### src/rtl/sar_pkg.sv
package sar_pkg;
  typedef enum logic {
    SEQ_IDLE = 1'b0,
    SEQ_CONV = 1'b1
  } seq_state_e;

  function automatic int idx_width(input int n);
    return (n > 1) ? $clog2(n) : 1;
  endfunction
endpackage

### src/rtl/sar_seq.sv
module sar_seq
  import sar_pkg::*;
#(
  parameter int WIDTH = 8
) (
  input  logic clk,
  input  logic rst,
  input  logic start_i,
  output logic busy_o,
  output logic load_o,
  output logic last_o
);
  localparam int IDXW = idx_width(WIDTH);
  localparam logic [IDXW-1:0] TOP_IDX = IDXW'(WIDTH - 1);

  seq_state_e      state_q;
  logic [IDXW-1:0] idx_q;

  assign busy_o = (state_q == SEQ_CONV);
  assign load_o = (state_q == SEQ_IDLE) && start_i;
  assign last_o = (state_q == SEQ_CONV) && (idx_q == '0);

  always_ff @(posedge clk) begin
    if (rst) begin
      state_q <= SEQ_IDLE;
      idx_q   <= '0;
    end else begin
      case (state_q)
        SEQ_IDLE: begin
          if (start_i) begin
            state_q <= SEQ_CONV;
            idx_q   <= TOP_IDX;
          end
        end
        SEQ_CONV: begin
          if (idx_q == '0) begin
            state_q <= SEQ_IDLE;
          end else begin
            idx_q <= idx_q - 1'b1;
          end
        end
        default: state_q <= SEQ_IDLE;
      endcase
    end
  end
endmodule

### src/rtl/sar_trial.sv
module sar_trial #(
  parameter int WIDTH = 8
) (
  input  logic             clk,
  input  logic             rst,
  input  logic             load_i,
  input  logic             step_i,
  input  logic             cmp_i,
  output logic [WIDTH-1:0] code_o,
  output logic [WIDTH-1:0] next_o,
  output logic             ser_bit_o,
  output logic             ser_vld_o
);
  localparam logic [WIDTH-1:0] HALF_SCALE = WIDTH'(1) << (WIDTH - 1);

  logic [WIDTH-1:0] code_q;
  logic [WIDTH-1:0] weight_q;
  logic [WIDTH-1:0] kept;

  // Keep or drop the weight under test, then try the next lower one.
  assign kept   = cmp_i ? code_q : (code_q & ~weight_q);
  assign next_o = kept | (weight_q >> 1);
  assign code_o = code_q;

  always_ff @(posedge clk) begin
    if (rst) begin
      code_q    <= '0;
      weight_q  <= '0;
      ser_bit_o <= 1'b0;
      ser_vld_o <= 1'b0;
    end else begin
      ser_vld_o <= step_i;
      if (step_i) begin
        ser_bit_o <= cmp_i;
      end
      if (load_i) begin
        code_q   <= HALF_SCALE;
        weight_q <= HALF_SCALE;
      end else if (step_i) begin
        code_q   <= next_o;
        weight_q <= weight_q >> 1;
      end
    end
  end
endmodule

### src/rtl/sar_result.sv
module sar_result #(
  parameter int WIDTH = 8
) (
  input  logic             clk,
  input  logic             rst,
  input  logic             capture_i,
  input  logic [WIDTH-1:0] value_i,
  input  logic             rd_i,
  output logic [WIDTH-1:0] result_o,
  output logic [WIDTH-1:0] data_o
);
  always_ff @(posedge clk) begin
    if (rst) begin
      result_o <= '0;
      data_o   <= '0;
    end else begin
      if (capture_i) begin
        result_o <= value_i;
      end
      data_o <= rd_i ? result_o : '0;
    end
  end
endmodule

### src/rtl/sar_adc_ctrl.sv
module sar_adc_ctrl #(
  parameter int WIDTH = 8
) (
  input  logic             clk,
  input  logic             rst,
  input  logic             start_i,
  input  logic             cmp_i,
  input  logic             rd_i,
  output logic [WIDTH-1:0] dac_code_o,
  output logic             ready_o,
  output logic [WIDTH-1:0] data_o,
  output logic             serial_bit_o,
  output logic             serial_valid_o
);
  logic             busy;
  logic             load;
  logic             last;
  logic [WIDTH-1:0] next_code;
  logic [WIDTH-1:0] result_w;

  sar_seq #(.WIDTH(WIDTH)) u_seq (
    .clk     (clk),
    .rst     (rst),
    .start_i (start_i),
    .busy_o  (busy),
    .load_o  (load),
    .last_o  (last)
  );

  sar_trial #(.WIDTH(WIDTH)) u_trial (
    .clk       (clk),
    .rst       (rst),
    .load_i    (load),
    .step_i    (busy),
    .cmp_i     (cmp_i),
    .code_o    (dac_code_o),
    .next_o    (next_code),
    .ser_bit_o (serial_bit_o),
    .ser_vld_o (serial_valid_o)
  );

  sar_result #(.WIDTH(WIDTH)) u_result (
    .clk       (clk),
    .rst       (rst),
    .capture_i (last),
    .value_i   (next_code),
    .rd_i      (rd_i),
    .result_o  (result_w),
    .data_o    (data_o)
  );

  assign ready_o = ~busy;
endmodule

### config.mk
export PLATFORM = sky130hd
export DESIGN_NAME = sar_adc_ctrl
export DESIGN_NICKNAME = d
export VERILOG_FILES = /design/src/rtl/sar_pkg.sv /design/src/rtl/sar_seq.sv /design/src/rtl/sar_trial.sv /design/src/rtl/sar_result.sv /design/src/rtl/sar_adc_ctrl.sv
export SDC_FILE = /design/constraint.sdc
export NUM_CORES = 1
export LEC_CHECK = 0
export ABC_AREA = 0
export BUFFER_PORTS_ARGS = -buffer_cell sky130_fd_sc_hd__buf_2
export CAP_MARGIN = 30
export CELL_PAD_IN_SITES_DETAIL_PLACEMENT = 0
export CELL_PAD_IN_SITES_GLOBAL_PLACEMENT = 1
export CORE_AREA = 2 2 65 67
export CTS_CLUSTER_SIZE = 20
export DETAILED_ROUTE_END_ITERATION = 12
export DIE_AREA = 0 0 67 69
export GPL_TIMING_DRIVEN = 0
export PLACE_DENSITY_LB_ADDON = 0.1
export REMOVE_ABC_BUFFERS = 1
export SYNTH_ARGS = -nofsm -noshare
export SYNTH_HDL_FRONTEND = slang
export SYNTH_SLANG_ARGS = --single-unit
### constraint.sdc
create_clock -name clk -period 2.85 [get_ports clk]
set_clock_uncertainty 0.05 [all_clocks]
set_input_delay 0.57 -clock clk [delete_from_list [all_inputs] [get_ports clk]]
set_output_delay 0.57 -clock clk [all_outputs]
set_load 0.02 [all_outputs]
# Yosys cells after proc, flatten, opt, wreduce, memory -nomap -nowiden
# Index checks and enable logic that the tools add are counted.
[word_totals] word_cells=36 ff_bits=38
[op_classes] add_sub_neg=1 n_reduce_logical=7 bitwise_logic=5 n_mux=11 eq_ne=2
[ops] operator="$mux 8" count=5
[ops] operator="$and 8x8->8" count=1
[ops] operator="$not 8->8" count=1
[ops] operator="$or 8x7->8" count=1
[ops] operator="$mux 3" count=2
[ops] operator="$pmux 3 s2" count=1
[ops] operator="$ne 2x2->1 const B" count=2
[ops] operator="$reduce_or 2->1" count=2
[ops] operator="$logic_not 3->1" count=1
[ops] operator="$sub 3x1->3 const B" count=1
[ops] operator="$logic_and 1x1->1" count=2
[ops] operator="$mux 1" count=2
[ops] operator="$not 1->1" count=2
[ops] operator="$pmux 1 s2" count=1
[ops] operator="$reduce_and 2->1" count=1
[ops] operator="$reduce_bool 2->1" count=1

# Logic depth before layout (Yosys ltp)
# Gate-level depths: netlist of run 1.
[depth] word_depth=6 mapped_depth=6 mapped_depth_nobuf=5

# Modules after synthesis
# Synthesis of run 1 repeated with hierarchy kept, for this count alone.
[unflattened] cells_unflattened=158 hier_area_um2=1510.2
[modules_own_cells] mod="sar_trial" cells_per_inst=92 seq_area_each_um2=360.3 area_each_um2=793.3 instances=1
[modules_own_cells] mod="sar_result" cells_per_inst=43 seq_area_each_um2=320.3 area_each_um2=516.7 instances=1
[modules_own_cells] mod="sar_seq" cells_per_inst=22 seq_area_each_um2=80.1 area_each_um2=196.4 instances=1
[modules_own_cells] mod="sar_adc_ctrl" cells_per_inst=1 seq_area_each_um2=0.0 area_each_um2=3.8 instances=1

# Worst setup path after synthesis of run 1
# Ideal clock, no wire load.
[synth_timing] path_type="input -> register" from="input port rst" to="register u_trial.code_q[4], in the netlist u_trial.code_o[4]" t_required_ps=2712 path_slack_ps=1485 cell_stages=4 arrival_ps=1227 setup_ps=88 path_cell_list="buf_2 > a21o_1 > buf_4 > a311oi_2"
[synth_between] elab_chain_len=1
[synth_rtl] item="start, declared" line_no="sar_adc_ctrl.sv:5" source="input logic rst,"
[synth_rtl] item="$reduce_or 2->1 (no line)"
[synth_rtl] item="end signal, assigned" line_no="sar_trial.sv:40" source="code_q <= next_o;"
[synth_rtl] item="end, declared" line_no="sar_trial.sv:16" source="logic [WIDTH-1:0] code_q;"
# No other way between the ends.
# A chain may end at the register's enable or synchronous reset.

# Worst setup path in the final report of run 1
[layout_timing] from="register u_seq.state_q, in the netlist u_seq.busy_o" to="output port ready_o"
[layout_between] elab_chain_len=1
[layout_rtl] item="start, declared" line_no="sar_seq.sv:16" source="seq_state_e state_q;"
[layout_rtl] item="start signal, assigned" line_no="sar_seq.sv:25" source="state_q <= SEQ_IDLE;"
[layout_rtl] item="start signal, assigned" line_no="sar_seq.sv:31" source="state_q <= SEQ_CONV;"
[layout_rtl] item="start signal, assigned" line_no="sar_seq.sv:37" source="state_q <= SEQ_IDLE;"
[layout_rtl] item="$not 1->1" line_no="sar_adc_ctrl.sv:52" source="assign ready_o = ~busy;"
[layout_rtl] item="end, declared" line_no="sar_adc_ctrl.sv:10" source="output logic ready_o,"
# No other way between the ends.

==> results.cfg, run 1 <==
[outcome]
status = completed

[cts]
cts.clk_slew.worst_paths_ns = 0.07
cts_setup_buffers = 0
cts_tree = done
numCtsBuffers = 5
clock_sinks = 38
clockBufferDepth = 2
clockRootBuffer = clkbuf_8
postCtsHoldBufs = 0
cts_resized = 0
cts_htree_levels = 2
clock_latency_ns = 0.29

[critical_path]
worstSetupStartpointType = flop
path_class = reg2out
crit_path_end_kind = output port
crit_required_ns = 2.23
worstPathArrival_ns = 1.72
path_max_fanout = 25

[power]
leakagePower_nw = 0.643
vdd_drop_max_v = 0.000258
p_per_area_nw_per_um2 = 684

[sta]
slew-limit-headroom_pct = 44.3
clock.fmax_mhz = 428
setup-violations-final = 0
worstMarginPinSlew_ns = 0.834
fin_hold_ws_ns = 0.401
fin_setup_tns_ns = 0
period_needed_ns = 2.34
hold_viol = 0
maxSlewViolCount = 0
rsz0062_at_grt = no
finalCritPeriodShare_pct = 82.0

[yosys]
yosysMostFrequentCell = dfxtp_1
yosys-top-cells-area = dfxtp_1 53%, a21oi_1 6.3%, a211oi_1 4.2%
synth_cells = 155
synthDominantCellAreaShare_pct = 52.8
yosysWarnings = 0
ys_seq_area_share_pct = 52.8
synth_common_cells = 38 x dfxtp_1, 18 x a21oi_1, 16 x nand2_1, 12 x nor2_1, 11 x nor3_1
synth_top_area_cell = dfxtp_1
ys.flop_type = dfxtp_1
synth_seq_cells = 38
netlist_area_um2 = 1440
ys_async_sr_fraction_pct = 0
synth_edf_count = 0
synth_area_per_cell_um2 = 9.29
synth_cell_types = 27

[final_layout]
drive_gt1_share_pct = 19.9
layout.nets = 183
regArea_um2 = 761
n_fill_cell = 415
utilization_pct = 43.0
n_antenna_cell = 0
area_delta_synth_final_pct = 16.9
multi_input_area_um2 = 617
fin_cells = 226

[grt]
grt_start_max_net_pins = 26
grt_first_pass_wirelength_um = 4970
grt_pass1_vias = 1040
grt_overflow = 0
grt.total_usage_pct = 14.2
antenna_found_initial = 0

[die]
dieArea_um2 = 4620
ios = 24
chipHeight_um = 69
start_util_pct = 36.8
num_rows = 23
core_area_um2 = 3910
die_w_um = 67

[detailed_routing]
dr_total_vias = 1123
viasPerCell = 4.97
drt_iter0_drc = 53
routed_wl_um = 2930
drc_errors = 0
avgRoutedWirePerCell_um = 13.0
dr.pass1.iters = 4
drt.antenna.violating_nets = 0

[worst_hold_path]
hold_path.class = reg2reg

[placement]
gp_congestion = 0.758
placed_cells = 219
dp_hpwl_um = 1950
io_buffers = 23

[job]
drv_cap = 0
final cells by class:
cell class | instances | area share [%]
clock buffers | 6 | 4.91
clock inverters | 1 | 1.78
inverters | 4 | 0.892
multi-input cells | 104 | 36.7
flip-flops and latches | 38 | 45.2
well taps | 50 | 3.72
repair buffers | 23 | 6.84
layer usage:
metal  track usage (%)  wire length, um  share of wire (%)  vias up
li1                  -                -                  -      586
met1              19.0             1430                 49      506
met2              20.6             1310                 45       25
met3              5.38              146                5.0        6
met4              5.44               44                1.5        0
met5                 0                0                  0        -
where the power goes:
part / internal, mW / switching, mW
Sequential: 0.556 / 0.0235
Clock: 0.280 / 0.178
Combinational: 0.0432 / 0.0708
kinds of logic after synthesis:
| logic type | Yosys count | synth area share, % |
|---|---|---|
| mux | 1 | 0.695 |
| xor+xnor | 1 | 0.608 |
| flops | 38 | 52.8 |
| compound gates | 37 | 17.9 |
| fa+ha+maj | 2 | 1.74 |
| simple gates | 63 | 21.9 |
| buf+inv | 13 | 4.34 |
placed cells by master, fill, tap and decap left out, drive strengths merged, types with 4 or more instances in the layout:
cell / synthesis / final
nand2b: 9 / 9
buf: 7 / 23
nor3: 11 / 11
dfxtp: 38 / 38
nor2: 13 / 13
and2: 8 / 8
a211oi: 8 / 8
a21oi: 18 / 18
clkbuf: 2 / 6
inv: 4 / 4
nand2: 16 / 16
a311oi: 7 / 7
through the flow:
stage	total power, mW	instance area, um2	setup WS, ns
floorplan	0.666	1390	1.23
global placement	0.703	1570	0.815
detailed placement	0.706	1570	0.810
CTS	1.17	1680	0.491
global route	1.21	1680	0.350
finish	1.15	1680	0.514
path summary, 6_finish.rpt:
| check | from | endpoint | slack [ns] | cells after the start |
|---|---|---|---|---|
| hold reg to reg | u_result.result_o[5] | u_result.data_o[5] | 0.40 | 1 |
| hold / removal | u_result.result_o[5] | u_result.data_o[5] | 0.40 | 1 |
| setup reg to reg | u_seq.busy_o | u_trial.code_o[3] | 0.80 | 3 |
| setup / recovery | u_seq.busy_o | ready_o | 0.51 | 2 |
sequential cells by signal, summed over array words and instances (netlist names):
register,count
u_result.data_o,8
u_result.result_o,8
u_trial.code_o,8
u_trial.weight_q,8
u_seq.idx_q,3
u_seq.busy_o,1
u_trial.ser_bit_o,1
u_trial.ser_vld_o,1
worst max-delay path, stage by stage (launching register included):
cell and delay (ns):
dfxtp_1 0.86, inv_2 0.31, buf_2 0.25
Note: power is estimated with default switching activity, not from simulation.
==> inputs of run 2 (changes only) <==
==> constraint.sdc (replaced) <==
create_clock -name clk -period 2.4 [get_ports clk]
set_clock_uncertainty 0.05 [all_clocks]
set_input_delay 0.48 -clock clk [delete_from_list [all_inputs] [get_ports clk]]
set_output_delay 0.48 -clock clk [all_outputs]
set_load 0.02 [all_outputs]
==> run 2 against run 1 <==
  * Register-to-register slack lost 0.10 ns
  * Global-route usage is the same
  * Clock-buffer cell count is the same
  * Non-clock buffer count is the same
  * Die area is the same
  * Power grew 19%
  * Setup slack lost 0.0054 ns
  * Wire length grew 0.27%
  * Clock power grew 19%
  * Hold slack is essentially flat
  * Cell area is essentially flat
==> results.cfg, run 2 (same netlist as run 1, synthesis figures left out) <==
[outcome]
status = completed

[final_layout]
fin_area_um2 = 1680
layout_commonest_cell = dfxtp_1
layout.nets = 183
area_delta_synth_final_pct = 16.9
layout_common_cells = 37 x dfxtp_1, 23 x buf_2, 18 x a21oi_1
drive_gt1_share_pct = 20.5
n_antenna_cell = 0
n_fill_cell = 418
utilization_pct = 43.0

[die]
ios = 24
core_area_um2 = 3910
chipHeight_um = 69
start_util_pct = 36.8
die_w_um = 67
dieArea_um2 = 4620
num_rows = 23

[critical_path]
worstSetupStartpointType = flop
path_class = reg2out
critPathMaxStageDelay_ns = 0.61
crit_slowest_cell = dfxtp_2
path_max_fanout = 25
crit_path_end_kind = output port
worstPathArrival_ns = 1.36
crit_chain = inv_2, buf_2
path_delay_family = flip-flops
worst-path-buf-inv = 2
crit_required_ns = 1.87

[grt]
grt.total_usage_pct = 14.2
grt_overflow = 0
grt_first_pass_wirelength_um = 4970
grt_start_max_net_pins = 26
grt_pass1_vias = 1040
antenna_found_initial = 0

[cts]
cts_tree = done
clock_latency_ns = 0.29
clock_sinks = 38
cts_htree_levels = 2
numCtsBuffers = 5
clockBufferDepth = 2
postCtsHoldBufs = 0
cts.clk_slew.worst_paths_ns = 0.07
cts_setup_buffers = 0
clockRootBuffer = clkbuf_8

[power]
p_sw_share_pct = 23.7
intPower_mw = 1.04
power_switching_uw = 324
power_frac_comb_pct = 9.9
vdd_drop_max_v = 0.000305
p_per_area_nw_per_um2 = 812
power_frac_clock_pct = 39.8
pwr-share-seq_pct = 50.3
leakagePower_nw = 0.643

[detailed_routing]
viasPerCell = 4.99
drt_iter0_drc = 53
drt.antenna.violating_nets = 0
dr.pass1.iters = 4
avgRoutedWirePerCell_um = 13.0
routed_wl_um = 2940
drc_errors = 0
dr_total_vias = 1128

[job]
drv_cap = 0

[sta]
hold_viol = 0
rsz0062_at_grt = no
setup-violations-final = 0
fin_hold_ws_ns = 0.402
period_needed_ns = 1.89
finalCritPeriodShare_pct = 78.8
maxSlewViolCount = 0
worstMarginPinSlew_ns = 0.551
slew-limit-headroom_pct = 63.3
fin_setup_tns_ns = 0
clock.fmax_mhz = 529

[placement]
place_area_um2 = 1570
io_buffers = 23
dp_hpwl_um = 1950
gp_congestion = 0.758

[worst_hold_path]
hold_path.class = reg2reg
## run 2: layout make-up
cell class	count	area, um2	area share, %
repair buffers	23	115	6.84
flip-flops and latches	38	762	45.2
clock buffers	6	82.6	4.90
clock inverters	1	30.0	1.78
multi-input cells	104	617	36.6
inverters	4	15.0	0.892
well taps	50	62.6	3.71
## run 2: stage by stage
stage                     setup slack [ns]  total power, mW  std cells
after global routing                 0.396             1.44        226
after CTS                            0.131             1.38        226
after floorplan                      0.783            0.791        146
final                                0.508             1.37        226
after detailed placement             0.375            0.839        219
after global placement               0.369            0.835        219
## run 2: routing by layer
layer | routed length (um) | global-route usage [%] | part of all wire (%)
met1 | 1440 | 19.0 | 49
met2 | 1320 | 20.6 | 45
met4 | 44 | 5.44 | 1.5
met3 | 146 | 5.38 | 5.0
met5 | 0 | 0 | 0
## run 2: worst paths after layout
check	start	end	slack, ns	depth (start not counted)
min	u_result.result_o[5]	u_result.data_o[5]	0.40	1
max	u_seq.busy_o	ready_o	0.51	2
max reg2reg	u_seq.busy_o	u_trial.code_o[3]	0.70	3
min reg2reg	u_result.result_o[5]	u_result.data_o[5]	0.40	1
## run 2: repair_timing
item                                   CTS  global route
gates resized for setup                  0             1
endpoints found under the hold margin    0             0
setup endpoints to repair                0             1
## run 2: power by group through the flow
stage                     clock network, mW  registers [mW]  logic [mW]
final                                 0.544           0.688       0.135
after global placement                    0           0.701       0.134
after detailed placement                  0           0.702       0.136
after global routing                  0.587           0.694       0.155
after CTS                             0.559           0.688       0.137
after floorplan                           0           0.706      0.0855
==> inputs of run 3 (changes only) <==
--- a/config.mk
+++ b/config.mk
@@ -10,10 +10,10 @@
 export CAP_MARGIN = 30
 export CELL_PAD_IN_SITES_DETAIL_PLACEMENT = 0
 export CELL_PAD_IN_SITES_GLOBAL_PLACEMENT = 1
-export CORE_AREA = 2 2 65 67
+export CORE_AREA = 2 2 66 68
 export CTS_CLUSTER_SIZE = 20
 export DETAILED_ROUTE_END_ITERATION = 12
-export DIE_AREA = 0 0 67 69
+export DIE_AREA = 0 0 68 70
 export GPL_TIMING_DRIVEN = 0
 export PLACE_DENSITY_LB_ADDON = 0.1
 export REMOVE_ABC_BUFFERS = 1
==> constraint.sdc (replaced) <==
create_clock -name clk -period 1.6 [get_ports clk]
set_clock_uncertainty 0.05 [all_clocks]
set_input_delay 0.32 -clock clk [delete_from_list [all_inputs] [get_ports clk]]
set_output_delay 0.32 -clock clk [all_outputs]
set_load 0.02 [all_outputs]
==> run 3 against run 2 <==
  * Critical path depth stayed put
  * Non-clock buffer count rose by 3
  * Hold slack lost 0.11 ns
  * Die area is 3.0% higher
  * Flip-flop and latch count is the same
  * Critical endpoint unchanged
  * Largest power group unchanged
==> results.cfg, run 3 (same netlist as run 1, synthesis figures left out) <==
[outcome]
status = completed

[grt]
grt_start_max_net_pins = 26
grt_pass1_vias = 1045
antenna_found_initial = 0
grt.total_usage_pct = 14.3
grt_overflow = 0
grt_first_pass_wirelength_um = 5030

[critical_path]
worst-path-buf-inv = 2
crit_path_end_kind = output port
worstSetupStartpointType = flop
critPathMaxStageDelay_ns = 0.41
path_max_fanout = 14
crit_required_ns = 1.23
path_class = reg2out
crit_slowest_cell = dfxtp_4
path_delay_family = buffers and inverters
worstPathArrival_ns = 1.16
crit_chain = inv_2, buf_2

[die]
dieArea_um2 = 4760
start_util_pct = 34.8
num_rows = 24
chipHeight_um = 70
core_area_um2 = 4140
ios = 24
die_w_um = 68

[detailed_routing]
drt_iter0_drc = 54
drt.antenna.violating_nets = 0
drc_errors = 0
routed_wl_um = 3180
dr_total_vias = 1151
dr.pass1.iters = 4
avgRoutedWirePerCell_um = 13.7
viasPerCell = 4.96

[sta]
period_needed_ns = 1.53
setup-violations-final = 0
worstMarginPinSlew_ns = 0.526
hold_viol = 0
slew-limit-headroom_pct = 64.9
rsz0062_at_grt = no
maxSlewViolCount = 0
finalCritPeriodShare_pct = 95.5
clock.fmax_mhz = 654
fin_setup_tns_ns = 0

[final_layout]
layout.nets = 186
layout_common_cells = 37 x dfxtp_1, 23 x buf_2, 18 x a21oi_1
drive_gt1_share_pct = 22.2
fin_area_um2 = 1740
fin_cells = 232
n_fill_cell = 431
layout_commonest_cell = dfxtp_1
n_antenna_cell = 0
area_delta_synth_final_pct = 21.0

[placement]
place_area_um2 = 1570
dp_hpwl_um = 2030
io_buffers = 23
placed_cells = 221
gp_congestion = 0.704

[cts]
cts_htree_levels = 2
cts_tree = done
clockRootBuffer = clkbuf_8
postCtsHoldBufs = 0
cts.clk_slew.worst_paths_ns = 0.08
clockBufferDepth = 2
clock_latency_ns = 0.29
numCtsBuffers = 5
clock_sinks = 38

[power]
power_mw = 2.23
leakagePower_nw = 0.670
p_per_area_nw_per_um2 = 1280
vdd_drop_max_v = 0.000727

[worst_hold_path]
hold_path.class = in2reg

[job]
drv_cap = 0
run 3: path summary, 6_finish.rpt:
| path | slack (ns) | from | cells after the start | to |
|---|---|---|---|---|
| setup / recovery | 0.07 | u_seq.busy_o | 2 | ready_o |
| hold / removal | 0.29 | start_i | 3 | u_seq.busy_o |
| setup reg to reg | 0.10 | u_seq.idx_q[0] | 6 | u_result.result_o[0] |
| hold reg to reg | 0.41 | u_result.result_o[3] | 1 | u_result.data_o[3] |
run 3: layout make-up:
class | count | area (um2) | share of cell area (%)
Clock buffer | 5 | 68.8 | 3.95
Clock inverter | 3 | 68.8 | 3.95
Multi-Input combinational cell | 104 | 617 | 35.4
Tap cell | 52 | 65.1 | 3.73
Inverter | 4 | 15.0 | 0.861
Timing Repair Buffer | 26 | 144 | 8.26
Sequential cell | 38 | 764 | 43.9
run 3: power breakdown:
group	internal [mW]	total, mW	switching [mW]
clock network	0.625	0.978	0.353
registers	0.989	1.03	0.0369
logic	0.0876	0.226	0.139
total	1.70	2.23	0.529
run 3: through the flow:
stage | hold slack [ns] | worst slack, ns | util, %
final | 0.292 | 0.0714 | 42.1
after global routing | 0.318 | 0.000620 | 42.1
after CTS | 0.280 | 0.00359 | 41.7
after detailed placement | 0.395 | -0.505 | 38.0
after global placement | 0.389 | -0.483 | 38.0
after floorplan | 0.337 | -0.0166 | -
run 3: worst min-delay path, stage by stage:
cell,delay (ns)
buf_2,0.15
nor2_1,0.09
nor3_1,0.05
run 3: what timing repair did:
action                                  in CTS  in global routing
buffers inserted                             2                  1
endpoints found under the setup margin      27                  7
resized for setup                            2                  0
run 3: per-layer routing:
| metal | global-route usage [%] | share of wire, % | up-vias |
|---|---|---|---|
| met5 | 0 | 0 | - |
| met4 | 5.33 | 1.5 | 0 |
| met3 | 5.31 | 5.1 | 5 |
| met2 | 20.9 | 47 | 29 |
| met1 | 19.1 | 47 | 529 |
| li1 | - | - | 588 |
